File: config.mk
export PLATFORM = sky130hd
export DESIGN_NAME = sfp_prog_seq
export DESIGN_NICKNAME = d
export VERILOG_FILES = /design/src/rtl/sfp_pkg.sv /design/src/rtl/sfp_cycle_timer.sv /design/src/rtl/sfp_byte_shifter.sv /design/src/rtl/sfp_prog_seq.sv
export SDC_FILE = /design/constraint.sdc
export NUM_CORES = 1
export LEC_CHECK = 0
export BUFFER_PORTS_ARGS = -buffer_cell sky130_fd_sc_hd__buf_2
export CAP_MARGIN = 20
export CORE_AREA = 2 2 151 153
export CTS_BUF_LIST = sky130_fd_sc_hd__clkbuf_8
export CTS_CLUSTER_DIAMETER = 200
export CTS_CLUSTER_SIZE = 28
export DETAILED_ROUTE_END_ITERATION = 8
export DIE_AREA = 0 0 153 155
export GPL_ROUTABILITY_DRIVEN = 1
export HOLD_SLACK_MARGIN = 0.12
export PLACE_DENSITY_LB_ADDON = 0.15
export SLEW_MARGIN = 20
export SYNTH_ARGS = -nofsm -noshare
export SYNTH_HDL_FRONTEND = slang
export SYNTH_SLANG_ARGS = --single-unit
File: constraint.sdc
create_clock -name clk -period 3.5 [get_ports clk]
set_clock_uncertainty 0.15 [all_clocks]
set_input_delay 1.05 -clock clk [delete_from_list [all_inputs] [get_ports clk]]
set_output_delay 1.05 -clock clk [all_outputs]
set_load 0.03 [all_outputs]
File: src/rtl/sfp_pkg.sv
package sfp_pkg;

  typedef enum logic [2:0] {
    ST_IDLE,
    ST_WREN,
    ST_WREN_GAP,
    ST_CMD,
    ST_CMD_GAP,
    ST_POLL,
    ST_POLL_GAP,
    ST_END_GAP
  } sfp_state_e;

  // Reverse bit order of one byte.
  function automatic logic [7:0] sfp_rev8(input logic [7:0] b);
    logic [7:0] r;
    for (int i = 0; i < 8; i++) r[i] = b[7-i];
    return r;
  endfunction

  // Index of the final byte in the command frame.
  function automatic logic [8:0] sfp_cmd_last(input logic erase, input logic [7:0] len_m1);
    return erase ? 9'd0 : (9'd4 + {1'b0, len_m1});
  endfunction

  // Address byte sent at frame position 1..3, high byte first.
  function automatic logic [7:0] sfp_addr_byte(input logic [23:0] addr, input logic [1:0] pos);
    case (pos)
      2'd1:    return addr[23:16];
      2'd2:    return addr[15:8];
      default: return addr[7:0];
    endcase
  endfunction

endpackage

File: src/rtl/sfp_cycle_timer.sv
module sfp_cycle_timer #(
  parameter int W = 8
) (
  input  logic         clk,
  input  logic         rst_n,
  input  logic         clr_i,
  input  logic [W-1:0] limit_i,
  output logic         reached_o
);
  logic [W-1:0] cnt_q;

  always_ff @(posedge clk or negedge rst_n) begin
    if (!rst_n)                 cnt_q <= '0;
    else if (clr_i)             cnt_q <= '0;
    else if (cnt_q != {W{1'b1}}) cnt_q <= cnt_q + 1'b1;
  end

  assign reached_o = (cnt_q >= limit_i);


  timer_hold_chk: assert property (@(posedge clk) disable iff (!rst_n)
    (reached_o && !clr_i) |=> (reached_o || !$stable(limit_i)));

endmodule

File: src/rtl/sfp_byte_shifter.sv
module sfp_byte_shifter import sfp_pkg::*; #(
  parameter int HALF_DIV = 4
) (
  input  logic       clk,
  input  logic       rst_n,
  input  logic       start_i,
  input  logic [7:0] tx_i,
  input  logic       lsb_first_i,
  output logic       busy_o,
  output logic       done_o,
  output logic [7:0] rx_o,
  output logic       sclk_o,
  output logic       mosi_o,
  input  logic       miso_i
);
  localparam int DW = (HALF_DIV > 1) ? $clog2(HALF_DIV) : 1;
  localparam logic [DW-1:0] DIV_LAST = DW'(HALF_DIV - 1);

  logic [DW-1:0] div_q;
  logic [2:0]    bit_q;
  logic [7:0]    sreg_q;
  logic [7:0]    load_byte;
  logic          tick;

  assign load_byte = lsb_first_i ? sfp_rev8(tx_i) : tx_i;
  assign tick      = busy_o && (div_q == DIV_LAST);
  assign done_o    = tick && sclk_o && (bit_q == 3'd7);

  always_ff @(posedge clk or negedge rst_n) begin
    if (!rst_n) begin
      busy_o <= 1'b0;
      sclk_o <= 1'b0;
      mosi_o <= 1'b0;
      sreg_q <= '0;
      rx_o   <= '0;
      bit_q  <= '0;
      div_q  <= '0;
    end else if (start_i && !busy_o) begin
      busy_o <= 1'b1;
      sreg_q <= load_byte;
      mosi_o <= load_byte[7];
      bit_q  <= '0;
      div_q  <= '0;
      sclk_o <= 1'b0;
    end else if (busy_o) begin
      if (tick) begin
        div_q <= '0;
        if (!sclk_o) begin
          sclk_o <= 1'b1;
          rx_o   <= {rx_o[6:0], miso_i};
        end else begin
          sclk_o <= 1'b0;
          if (bit_q == 3'd7) begin
            busy_o <= 1'b0;
          end else begin
            bit_q  <= bit_q + 1'b1;
            mosi_o <= sreg_q[6];
            sreg_q <= {sreg_q[6:0], 1'b0};
          end
        end
      end else begin
        div_q <= div_q + 1'b1;
      end
    end
  end


  mosi_low_phase_chk: assert property (@(posedge clk) disable iff (!rst_n)
    !$stable(mosi_o) |-> !sclk_o);


  idle_clock_low_chk: assert property (@(posedge clk) disable iff (!rst_n)
    !busy_o |-> !sclk_o);

endmodule

File: src/rtl/sfp_prog_seq.sv
module sfp_prog_seq import sfp_pkg::*; #(
  parameter int          HALF_DIV   = 4,
  parameter logic [7:0]  WREN_OP    = 8'h06,
  parameter logic [7:0]  RDSR_OP    = 8'h05,
  parameter logic [7:0]  PROG_OP    = 8'h02,
  parameter logic [7:0]  ERASE_OP   = 8'hC7,
  parameter int          TMO_W      = 32,
  parameter logic [31:0] WR_TMO_CYC = 32'd2_000_000,
  parameter logic [31:0] ER_TMO_CYC = 32'd400_000_000
) (
  input  logic        clk,
  input  logic        rst_n,
  input  logic        cmd_valid_i,
  output logic        cmd_ready_o,
  input  logic        cmd_erase_i,
  input  logic [23:0] cmd_addr_i,
  input  logic [7:0]  cmd_len_m1_i,
  input  logic        cmd_lsb_first_i,
  input  logic        data_valid_i,
  output logic        data_ready_o,
  input  logic [7:0]  data_i,
  output logic        op_done_o,
  output logic        op_err_o,
  output logic        flash_cs_n_o,
  output logic        flash_sclk_o,
  output logic        flash_mosi_o,
  input  logic        flash_miso_i
);
  localparam int GAP_CYC = 2 * HALF_DIV;
  localparam int GW      = $clog2(GAP_CYC + 1);
  localparam logic [GW-1:0] GAP_LIM = GW'(GAP_CYC - 1);

  sfp_state_e  state_q;
  logic        erase_q, lsb_q;
  logic [23:0] addr_q;
  logic [7:0]  len_m1_q;
  logic [8:0]  idx_q, frame_last;
  logic        cs_n_q;

  logic        in_frame, need_data, sh_start, sh_busy, sh_done, sh_lsb;
  logic [7:0]  sh_tx, sh_rx;
  logic        gap_reached, tmo_expired;
  logic [TMO_W-1:0] tmo_limit;

  // Named events
  logic frame_end, cmd_accept, poll_clear, poll_timeout;

  assign in_frame  = (state_q == ST_WREN) || (state_q == ST_CMD) || (state_q == ST_POLL);
  assign need_data = (state_q == ST_CMD) && !erase_q && (idx_q >= 9'd4);
  assign sh_start  = in_frame && !sh_busy && (!need_data || data_valid_i);
  assign sh_lsb    = need_data && lsb_q;

  assign data_ready_o = need_data && !sh_busy;
  assign cmd_ready_o  = (state_q == ST_IDLE) && gap_reached;
  assign cmd_accept   = cmd_valid_i && cmd_ready_o;
  assign flash_cs_n_o = cs_n_q;

  always_comb begin
    case (state_q)
      ST_CMD:  frame_last = sfp_cmd_last(erase_q, len_m1_q);
      ST_POLL: frame_last = 9'd1;
      default: frame_last = 9'd0;
    endcase
  end

  always_comb begin
    sh_tx = 8'h00;
    case (state_q)
      ST_WREN: sh_tx = WREN_OP;
      ST_CMD: begin
        if (idx_q == 9'd0)      sh_tx = erase_q ? ERASE_OP : PROG_OP;
        else if (idx_q < 9'd4)  sh_tx = sfp_addr_byte(addr_q, idx_q[1:0]);
        else                    sh_tx = data_i;
      end
      ST_POLL: sh_tx = (idx_q == 9'd0) ? RDSR_OP : 8'h00;
      default: sh_tx = 8'h00;
    endcase
  end

  assign frame_end    = sh_done && (idx_q == frame_last);
  assign poll_clear   = frame_end && (state_q == ST_POLL) && !sh_rx[0];
  assign poll_timeout = frame_end && (state_q == ST_POLL) && sh_rx[0] && tmo_expired;
  assign tmo_limit    = erase_q ? TMO_W'(ER_TMO_CYC) : TMO_W'(WR_TMO_CYC);

  sfp_byte_shifter #(.HALF_DIV(HALF_DIV)) u_shift (
    .clk        (clk),
    .rst_n      (rst_n),
    .start_i    (sh_start),
    .tx_i       (sh_tx),
    .lsb_first_i(sh_lsb),
    .busy_o     (sh_busy),
    .done_o     (sh_done),
    .rx_o       (sh_rx),
    .sclk_o     (flash_sclk_o),
    .mosi_o     (flash_mosi_o),
    .miso_i     (flash_miso_i)
  );

  sfp_cycle_timer #(.W(GW)) u_gap (
    .clk      (clk),
    .rst_n    (rst_n),
    .clr_i    (!cs_n_q),
    .limit_i  (GAP_LIM),
    .reached_o(gap_reached)
  );

  sfp_cycle_timer #(.W(TMO_W)) u_tmo (
    .clk      (clk),
    .rst_n    (rst_n),
    .clr_i    (state_q == ST_CMD),
    .limit_i  (tmo_limit),
    .reached_o(tmo_expired)
  );

  always_ff @(posedge clk or negedge rst_n) begin
    if (!rst_n) begin
      state_q   <= ST_IDLE;
      erase_q   <= 1'b0;
      lsb_q     <= 1'b0;
      addr_q    <= '0;
      len_m1_q  <= '0;
      idx_q     <= '0;
      cs_n_q    <= 1'b1;
      op_done_o <= 1'b0;
      op_err_o  <= 1'b0;
    end else begin
      op_done_o <= 1'b0;
      op_err_o  <= 1'b0;
      case (state_q)
        ST_IDLE: begin
          if (cmd_accept) begin
            erase_q  <= cmd_erase_i;
            lsb_q    <= cmd_lsb_first_i;
            addr_q   <= cmd_addr_i;
            len_m1_q <= cmd_len_m1_i;
            idx_q    <= '0;
            cs_n_q   <= 1'b0;
            state_q  <= ST_WREN;
          end
        end
        ST_WREN, ST_CMD, ST_POLL: begin
          if (frame_end) begin
            cs_n_q <= 1'b1;
            idx_q  <= '0;
            if (state_q == ST_WREN)     state_q <= ST_WREN_GAP;
            else if (state_q == ST_CMD) state_q <= ST_CMD_GAP;
            else if (poll_clear || poll_timeout) begin
              op_done_o <= 1'b1;
              op_err_o  <= poll_timeout;
              state_q   <= ST_END_GAP;
            end else                    state_q <= ST_POLL_GAP;
          end else if (sh_done) begin
            idx_q <= idx_q + 1'b1;
          end
        end
        ST_WREN_GAP: if (gap_reached) begin cs_n_q <= 1'b0; state_q <= ST_CMD;  end
        ST_CMD_GAP:  if (gap_reached) begin cs_n_q <= 1'b0; state_q <= ST_POLL; end
        ST_POLL_GAP: if (gap_reached) begin cs_n_q <= 1'b0; state_q <= ST_POLL; end
        ST_END_GAP:  if (gap_reached) state_q <= ST_IDLE;
        default:     state_q <= ST_IDLE;
      endcase
    end
  end


  sclk_idle_chk: assert property (@(posedge clk) disable iff (!rst_n)
    flash_cs_n_o |-> !flash_sclk_o);


  byte_boundary_chk: assert property (@(posedge clk) disable iff (!rst_n)
    $rose(flash_cs_n_o) |-> $past(sh_done));


  cs_gap_chk: assert property (@(posedge clk) disable iff (!rst_n)
    $fell(flash_cs_n_o) |-> $past(gap_reached));


  err_with_done_chk: assert property (@(posedge clk) disable iff (!rst_n)
    op_err_o |-> op_done_o);


  data_in_frame_chk: assert property (@(posedge clk) disable iff (!rst_n)
    data_ready_o |-> !flash_cs_n_o);


  no_accept_in_frame_chk: assert property (@(posedge clk) disable iff (!rst_n)
    !flash_cs_n_o |-> !cmd_ready_o);


  done_outside_frame_chk: assert property (@(posedge clk) disable iff (!rst_n)
    op_done_o |-> (flash_cs_n_o && $rose(flash_cs_n_o)));

endmodule

==> flow_summary.json, run 1 <==
{
  "seqPwrFrac_pct": 50.0,
  "yosysSeqAreaShare_pct": 41.7,
  "antenna_found_initial": 0,
  "synth_edf_count": 0,
  "cpMaxStageDelayCell": "or4_4",
  "yosys_most_used_dff": "dfrtp_1",
  "numPortBuffers": 53,
  "first_pass_iters": 5,
  "cp_top_family": "simple AND/OR/NAND/NOR gates",
  "dp_hpwl_um": 12200,
  "synth.most_common_cell": "dfrtp_1",
  "powerDensity_nw_per_um2": 383,
  "gp_congestion": 0.848,
  "io_pins": 54,
  "p_sw_w": 0.000746,
  "synth_area_leader_cell": "dfrtp_1",
  "ys_ff_latch": 101,
  "ir_drop_v": 0.000170,
  "syn_area_sq_um": 6070,
  "status": "complete, no violations",
  "place_area_sq_um": 6620,
  "cts_buffers": 9,
  "grt_max_degree": 72,
  "clock-root-buffer": "clkbuf_8",
  "power_leakage_nw": 3.12,
  "cts_resized": 0,
  "power_w": 0.00262,
  "avgSynthCellArea_sq_um": 9.77,
  "area_growth_pct": 12.7,
  "fp.dieH_um": 155,
  "nFillCells": 2368,
  "worst_setup_path_start_kind": "flip-flop",
  "place_inst": 933,
  "clk_latency_ns": 0.39,
  "fmax_ghz": 0.312,
  "multiInputGateArea_sq_um": 3310,
  "wire_per_inst_um": 17.6,
  "nets": 726,
  "layout_min_cycle_time_ns": 3.21,
  "vias": 4970,
  "clockBufferDepth": 2,
  "final_cells": 949,
  "drv_slew": 0,
  "num_rows": 55,
  "synth_top_area_share_pct": 41.3,
  "cts_tree": "yes",
  "grt_pass1_vias": 5083,
  "cp_data_required_time_ns": 2.30,
  "track_usage_pct": 14.6,
  "critPathBufInv": 2,
  "fin_setup_tns_ns": 0,
  "tightestPinTransition_ns": 0.666,
  "design_area_sq_um": 6840,
  "postRouteAntennaNets": 0,
  "dieArea_sq_um": 23700,
  "path_cells": "or4_4, nor2_2, buf_4, nor3_1, buf_2",
  "viasPerCell": 5.24,
  "holdCritPathClass": "reg2reg",
  "synth-async-reset-ratio_pct": 100,
  "core_area_sq_um": 22200,
  "power_frac_comb_pct": 18.0,
  "post-route-drc-count": 0,
  "syn_inst": 621,
  "arrival_ns": 2.01,
  "cts_num_sinks": 101,
  "setup_viol": 0,
  "clk_pin_slew_worst_paths_ns": 0.10,
  "start_util_pct": 27.3,
  "slew_headroom_pct": 55.0,
  "grt_setup_unrepaired": "no",
  "seq_area_sq_um": 2530,
  "synth_cell_types": 71,
  "netlist_top_cells_area": "dfrtp_1, mux2_2, ha_1, nor2_1, a21oi_1",
  "diodes": 0,
  "grt.overflow.total": 0,
  "max_stage_delay_ns": 0.61,
  "yosys_warnings": 0,
  "drive_above_1_share_pct": 22.1,
  "switching_share_pct": 28.5,
  "drtIter0Drc": 255,
  "postCtsSetupBuffers": 0,
  "routed_wl_um": 16700,
  "report.final.hold_viol_count": 0,
  "synth_common_cells": "dfrtp_1, nor2_1, mux2_2",
  "syn_nets": 688,
  "whs_ns": 0.351,
  "hold_buffers": 0,
  "p_clk_share_pct": 31.9,
  "cts_max_level": 3,
  "p_int_w": 0.00187,
  "crit_fanout": 9,
  "endpoint_kind": "output pin",
  "drv_cap": 0,
  "chipWidth_um": 153,
  "grt_pass1_wl_um": 27800,
  "path_class": "reg2out",
  "post-route-period-util_pct": 91.6
}
-- layout by cell type (no fill, tap or decap), types with 7 or more instances in the layout --
cell,count
a31oi_1,7
a21oi_1,35
o31ai_1,7
and3_1,16
nand4_1,16
xor2_1,10
xnor2_1,18
buf_4,11
buf_2,52
or3_1,10
nand3_1,25
nand2_1,36
nor3_1,21
mux2i_1,12
a22oi_1,13
o21ai_0,16
mux2_2,38
dfrtp_1,100
nor4_1,11
inv_1,18
ha_1,20
nor2_1,58
clkbuf_8,10
a211oi_1,8
-- area by class of cell --
class                   count  share of cell area (%)
clock inverters             6                    1.17
inverters                  16                   0.878
multi-input cells         467                    48.4
clock buffers              10                    2.01
flip-flops and latches    101                    37.0
repair buffers             64                    5.31
well taps                 285                    5.21
-- stage by stage --
step	worst slack, ns	util [%]
floorplan	0.618	-
global placement	0.744	29.8
detailed placement	0.721	29.8
CTS	0.273	30.8
global route	0.191	30.8
finish	0.293	30.8
-- worst paths after layout --
kind | start | to | slack [ns] | cells past startpoint
min reg2reg | u_shift.rx_o[0]$_DFFE_PN0P_ | op_err_o$_DFF_PN0_ | 0.35 | 1
max reg2reg | erase_q$_DFFE_PN0P_ | state_q[0]$_DFFE_PN0P_ | 0.73 | 8
min | u_shift.rx_o[0]$_DFFE_PN0P_ | op_err_o$_DFF_PN0_ | 0.35 | 1
max in group asynchronous | rst_n | u_tmo.cnt_q[29]$_DFFE_PN0P_ | 2.00 | 2
min in group asynchronous | rst_n | len_m1_q[4]$_DFFE_PN0P_ | 0.45 | 1
max | idx_q[2]$_DFFE_PN0P_ | data_ready_o | 0.29 | 5
-- state kept, by name, summed over array words and instances, names as in the netlist --
register / cells
u_shift.sreg_q: 7
u_shift.sclk_o: 1
u_shift.mosi_o: 1
u_shift.rx_o: 1
u_shift.busy_o: 1
addr_q: 24
state_q: 3
lsb_q: 1
flash_cs_n_o: 1
u_gap.cnt_q: 4
op_err_o: 1
op_done_o: 1
idx_q: 9
u_shift.div_q: 2
u_tmo.cnt_q: 32
len_m1_q: 8
erase_q: 1
u_shift.bit_q: 3
-- layer usage --
metal,vias up,track usage [%],share of wire (%)
li1,2374,-,-
met2,86,26.0,51
met3,12,2.62,4.0
met4,0,3.48,0.97
met1,2498,18.5,44
met5,-,0,0
-- power by group through the flow --
stage | Combinational [W] | Sequential (W) | Clock, W
after floorplan | 0.000325 | 0.00133 | 0
after global placement | 0.000473 | 0.00133 | 0
after detailed placement | 0.000487 | 0.00133 | 0
after CTS | 0.000487 | 0.00131 | 0.000874
after global routing | 0.000543 | 0.00132 | 0.000913
final | 0.000472 | 0.00131 | 0.000837
-- logic make-up (layout without fill, tap and decap cells) --
logic type	count (synthesis)	after routing	share of synthesized area, %
AO/OA/AOI/OAI	123	123	13.6
buffers and inverters	53	96	3.98
adder cells (fa/ha/maj)	20	20	4.13
flip-flops	101	101	41.7
AND/OR/NAND/NOR	246	246	23.5
multiplexers	50	50	9.03
XOR/XNOR	28	28	4.04
-- worst register-to-register path, cell delays in order, from the launching register on --
cell and delay, ns:
dfrtp_1 0.51, inv_1 0.39, ha_1 0.21, or3b_2 0.43, a31o_2 0.23, a21oi_1 0.20, o211ai_1 0.21, nor3_1 0.18
o221ai_1 0.13
Power figures use the tool's default switching activity.
==> run 2, diff against run 1 <==
- CORE_AREA: 2 2 151 153 -> 2 2 160 162
- DIE_AREA: 0 0 153 155 -> 0 0 162 164
- SYNTH_HIERARCHICAL: not set -> 1
==> run 2 against run 1 <==
Register-to-register slack got worse by 0.28 ns. Die area increased by 12%. Largest cell class unchanged. Fmax fell by 3.6%. Largest power group unchanged. Combinational power grew to 3.1 times the previous value. Synthesized cell count rose by 12%. Cell count increased by 16%. Utilization down 0.59 points. First-iteration DRC count increased by 3.9%. Synthesized area rose by 8.5%. Flip-flop and latch count unchanged. Power is 54% higher.
==> flow_summary.json, run 2 <==
{
  "drive_above_1_share_pct": 18.8,
  "arrival_ns": 2.13,
  "reg_top3": "u_tmo/cnt_q (32), addr_q (24), idx_q (9)",
  "dp_hpwl_um": 11800,
  "grt_pass1_vias": 4966,
  "clockBufferDepth": 2,
  "layout_min_cycle_time_ns": 3.33,
  "first_pass_iters": 4,
  "cts_tree": "yes",
  "antenna_found_initial": 1,
  "top_register": "u_tmo/cnt_q",
  "wire_per_inst_um": 14.6,
  "nFillCells": 2661,
  "seq_area_sq_um": 2530,
  "endpoint_kind": "output pin",
  "syn_area_sq_um": 6580,
  "fin_setup_tns_ns": 0,
  "grt.overflow.total": 0,
  "report.final.hold_viol_count": 0,
  "num_rows": 58,
  "clk_latency_ns": 0.39,
  "crit_fanout": 5,
  "dieArea_sq_um": 26600,
  "drv_cap": 0,
  "viasPerCell": 4.74,
  "cp_data_required_time_ns": 2.30,
  "power_leakage_nw": 3.36,
  "avgSynthCellArea_sq_um": 9.47,
  "status": "complete, no violations",
  "syn_inst": 695,
  "final_cells": 1101,
  "largest_reg_flops": 32,
  "cts_resized": 0,
  "cts_buffers": 9,
  "grt_pass1_wl_um": 26500,
  "post-route-period-util_pct": 95.0,
  "dp_worst_setup_slack_ns": 0.467,
  "nets": 858,
  "holdCritPathClass": "reg2reg",
  "drtIter0Drc": 265,
  "setup_viol": 0,
  "area_growth_pct": 13.8,
  "clk_pin_slew_worst_paths_ns": 0.10,
  "slew_headroom_pct": 51.5,
  "design_area_sq_um": 7490,
  "routed_wl_um": 16000,
  "cts_num_sinks": 101,
  "clock-root-buffer": "clkbuf_8",
  "worst_setup_path_start_kind": "flip-flop",
  "grt_setup_unrepaired": "no",
  "grt_max_degree": 50,
  "power_w": 0.00405,
  "rrSetupSlack_ns": 0.45,
  "tightestPinTransition_ns": 0.726,
  "yosys_warnings": 6,
  "fp.dieH_um": 164,
  "drv_slew": 0,
  "place_inst": 1084,
  "final_common_cell": "dfrtp_1",
  "place_area_sq_um": 7290,
  "ir_drop_v": 0.000203,
  "vias": 5217,
  "core_area_sq_um": 24800,
  "gp_congestion": 0.784,
  "postRouteAntennaNets": 0,
  "powerDensity_nw_per_um2": 540,
  "post-route-drc-count": 0,
  "cts_max_level": 3,
  "start_util_pct": 26.5,
  "hold_buffers": 0,
  "path_class": "reg2out",
  "multiInputGateArea_sq_um": 3800,
  "chipWidth_um": 162,
  "postCtsSetupBuffers": 0,
  "fmax_ghz": 0.301,
  "numPortBuffers": 53,
  "io_pins": 54,
  "track_usage_pct": 12.6,
  "mostFrequentLayoutCells": "dfrtp_1, nand2_1, buf_2",
  "fin_ws_ns": 0.175
}
[run 2: through the flow]
step / hold WS (ns) / util [%]
floorplan: 0.305 / -
global placement: 0.325 / 29.4
detailed placement: 0.323 / 29.4
CTS: 0.349 / 30.1
global route: 0.375 / 30.2
finish: 0.348 / 30.2
[run 2: report_power, final]
group          switching [W]  leakage, nW  internal, W  total (W)
clock               0.000431       0.0964     0.000327   0.000758
combinational       0.000779         1.93     0.000689    0.00147
sequential          0.000317         1.33      0.00151    0.00182
[run 2: path summary, 6_finish.rpt]
check | start | endpoint | cells past startpoint
hold / removal | u_shift/sreg_q[4]$_DFFE_PN0P_ | u_shift/sreg_q[5]$_DFFE_PN0P_ | 2
setup / recovery | u_gap/cnt_q[0]$_DFFE_PN0P_ | cmd_ready_o | 7
min in group asynchronous | rst_n | idx_q[7]$_DFFE_PN0P_ | 1
max in group asynchronous | rst_n | u_tmo/cnt_q[17]$_DFFE_PN0P_ | 2
setup reg to reg | state_q[1]$_DFFE_PN0P_ | flash_cs_n_o$_DFFE_PN1P_ | 7
hold reg to reg | u_shift/sreg_q[4]$_DFFE_PN0P_ | u_shift/sreg_q[5]$_DFFE_PN0P_ | 2
[run 2: final cells by class]
type | instances | share of cell area, %
diodes | 1 | 0.0334
clock buffers | 9 | 1.65
clock inverters | 7 | 0.902
inverters | 47 | 2.36
multi-input cells | 540 | 50.7
flip-flops and latches | 101 | 33.8
well taps | 330 | 5.51
repair buffers | 66 | 5.05
[run 2: critical path, stage by stage, from the launching register on]
cell,delay (ns)
dfrtp_1,0.44
inv_1,0.08
ha_1,0.21
nand2b_1,0.15
a2111oi_2,0.39
nor3_2,0.10
nor4b_2,0.17
buf_2,0.19
[run 2: metal layers]
metal,vias to the layer above,global-route usage (%),part of all wire (%)
met5,-,0,0
met4,0,3.50,1.2
met3,11,2.45,2.3
met2,39,20.9,48
met1,2505,16.8,49
li1,2662,-,-
==> run 3, diff against run 2 <==
==> constraint.sdc (replaced) <==
create_clock -name clk -period 3.5 [get_ports clk]
set_clock_uncertainty 0.15 [all_clocks]
set_input_delay 0.175 -clock clk [delete_from_list [all_inputs] [get_ports clk]]
set_output_delay 0.175 -clock clk [all_outputs]
set_load 0.03 [all_outputs]
==> run 3 against run 2 <==
Via count rose by 1.6%. Worst hold slack got worse by 0.15 ns. Clock-buffer cell count is 1 higher. Power decreased by 0.26%. Clock power shrank 5.0%. Combinational power about the same. Cell count grew 3.1%. Critical path depth unchanged. Sequential power hardly changed. Wire length up 1.6%. Die area did not move. Flip-flop and latch count unchanged. Critical endpoint is now flash_cs_n_o$_DFFE_PN1P_.
==> flow_summary.json, run 3 (synthesis gave the netlist of run 2 again) <==
{
  "rr_worst_depth": 7,
  "cp_data_required_time_ns": 3.67,
  "chipWidth_um": 162,
  "mostFrequentLayoutCells": "dfrtp_1, nand2_1, buf_2",
  "ir_drop_v": 0.000183,
  "cts_buffers": 9,
  "path_class": "reg2reg",
  "clockBufferDepth": 2,
  "endpoint_kind": "flip-flop",
  "wire_per_inst_um": 14.4,
  "grt_pass1_vias": 5157,
  "dp_hpwl_um": 11700,
  "nets": 893,
  "clk_pin_slew_worst_paths_ns": 0.10,
  "post-route-drc-count": 0,
  "cpMaxStageDelayCell": "or4_4",
  "power_leakage_nw": 3.50,
  "cts_max_level": 3,
  "whs_ns": 0.195,
  "layout_min_cycle_time_ns": 3.08,
  "routed_wl_um": 16300,
  "tightestPinTransition_ns": 0.720,
  "io_pins": 54,
  "clock-root-buffer": "clkbuf_8",
  "postRouteAntennaNets": 0,
  "fmax_ghz": 0.325,
  "grt_setup_unrepaired": "no",
  "largest_reg_flops": 32,
  "cp_top_family": "simple AND/OR/NAND/NOR gates",
  "area_growth_pct": 18.8,
  "fp.dieH_um": 164,
  "cts_tree": "yes",
  "top_register": "u_tmo/cnt_q",
  "vias": 5300,
  "dieArea_sq_um": 26600,
  "critPathBufInv": 0,
  "slew_headroom_pct": 52.0,
  "viasPerCell": 4.67,
  "grt_max_degree": 56,
  "final_common_cell": "dfrtp_1",
  "holdCritPathClass": "in2async",
  "nFillCells": 2670,
  "regToRegEndpoint": "flash_cs_n_o$_DFFE_PN1P_",
  "clk_latency_ns": 0.40,
  "status": "complete, no violations",
  "drive_above_1_share_pct": 17.5,
  "drv_slew": 0,
  "fin_setup_tns_ns": 0,
  "rrSetupSlack_ns": 0.42,
  "first_pass_iters": 4,
  "worst_setup_path_start_kind": "flip-flop",
  "gp_congestion": 0.745,
  "start_util_pct": 26.5,
  "regToRegStartpoint": "erase_q$_DFFE_PN0P_",
  "report.final.hold_viol_count": 0,
  "diodes": 0,
  "cts_num_sinks": 101,
  "powerDensity_nw_per_um2": 516,
  "crit_fanout": 11,
  "drv_cap": 0,
  "grt_pass1_wl_um": 27400,
  "numPortBuffers": 53,
  "reg_top3": "u_tmo/cnt_q (32), addr_q (24), idx_q (9)",
  "hold_buffers": 37,
  "cts_resized": 0,
  "postCtsSetupBuffers": 0,
  "max_stage_delay_ns": 0.56,
  "track_usage_pct": 13.1,
  "path_cells": "nand4bb_4, o31ai_1, o211ai_1, or4_4, or3_1, or3b_1, a32oi_1",
  "grt.overflow.total": 0,
  "core_area_sq_um": 24800,
  "drtIter0Drc": 284,
  "arrival_ns": 3.25,
  "num_rows": 58,
  "antenna_found_initial": 0,
  "post-route-period-util_pct": 87.9,
  "setup_viol": 0
}
==> run 3: worst max-delay path by stage <==
stage / from / end / slack [ns] / depth (start not counted)
global placement: erase_q$_DFFE_PN0P_ / flash_cs_n_o$_DFFE_PN1P_ / 0.52 / 7
global route: erase_q$_DFFE_PN0P_ / flash_cs_n_o$_DFFE_PN1P_ / 0.25 / 7
finish: erase_q$_DFFE_PN0P_ / flash_cs_n_o$_DFFE_PN1P_ / 0.42 / 7
CTS: erase_q$_DFFE_PN0P_ / flash_cs_n_o$_DFFE_PN1P_ / 0.41 / 7
floorplan: u_gap/cnt_q[0]$_DFFE_PN0P_ / idx_q[0]$_DFFE_PN0P_ / 0.29 / 11
detailed placement: erase_q$_DFFE_PN0P_ / flash_cs_n_o$_DFFE_PN1P_ / 0.44 / 7
==> run 3: power by group <==
part	leakage (nW)	internal, W	switching, W
Combinational	2.08	0.000713	0.000775
Clock	0.0915	0.000277	0.000443
Sequential	1.33	0.00151	0.000324
Total	3.50	0.00250	0.00154
==> run 3: area by class of cell <==
class | instances | area [sq um] | share of cell area, %
multi-input cells | 540 | 3790 | 48.5
flip-flops and latches | 101 | 2530 | 32.3
repair buffers | 101 | 733 | 9.37
well taps | 330 | 413 | 5.28
inverters | 47 | 176 | 2.25
clock buffers | 10 | 138 | 1.76
clock inverters | 6 | 40.0 | 0.512
==> run 3: metal layers <==
layer,GRT usage (%),up-vias,share of wire (%)
met5,0,-,0
met4,3.14,0,0.94
met3,2.70,8,2.3
met2,21.4,39,47
met1,17.8,2516,50
li1,-,2737,-
==> run 3: metrics by stage <==
stage	cell area, sq um	instances	util [%]	total power (W)	setup WS [ns]
2_1_floorplan	6680	720	-	0.00290	0.290
4_1_cts	7820	1135	31.5	0.00411	0.414
3_3_place_gp	7280	1082	29.3	0.00333	0.516
5_1_grt	7820	1135	31.5	0.00441	0.249
3_5_place_dp	7280	1082	29.3	0.00333	0.437
6_report	7820	1135	31.5	0.00404	0.422
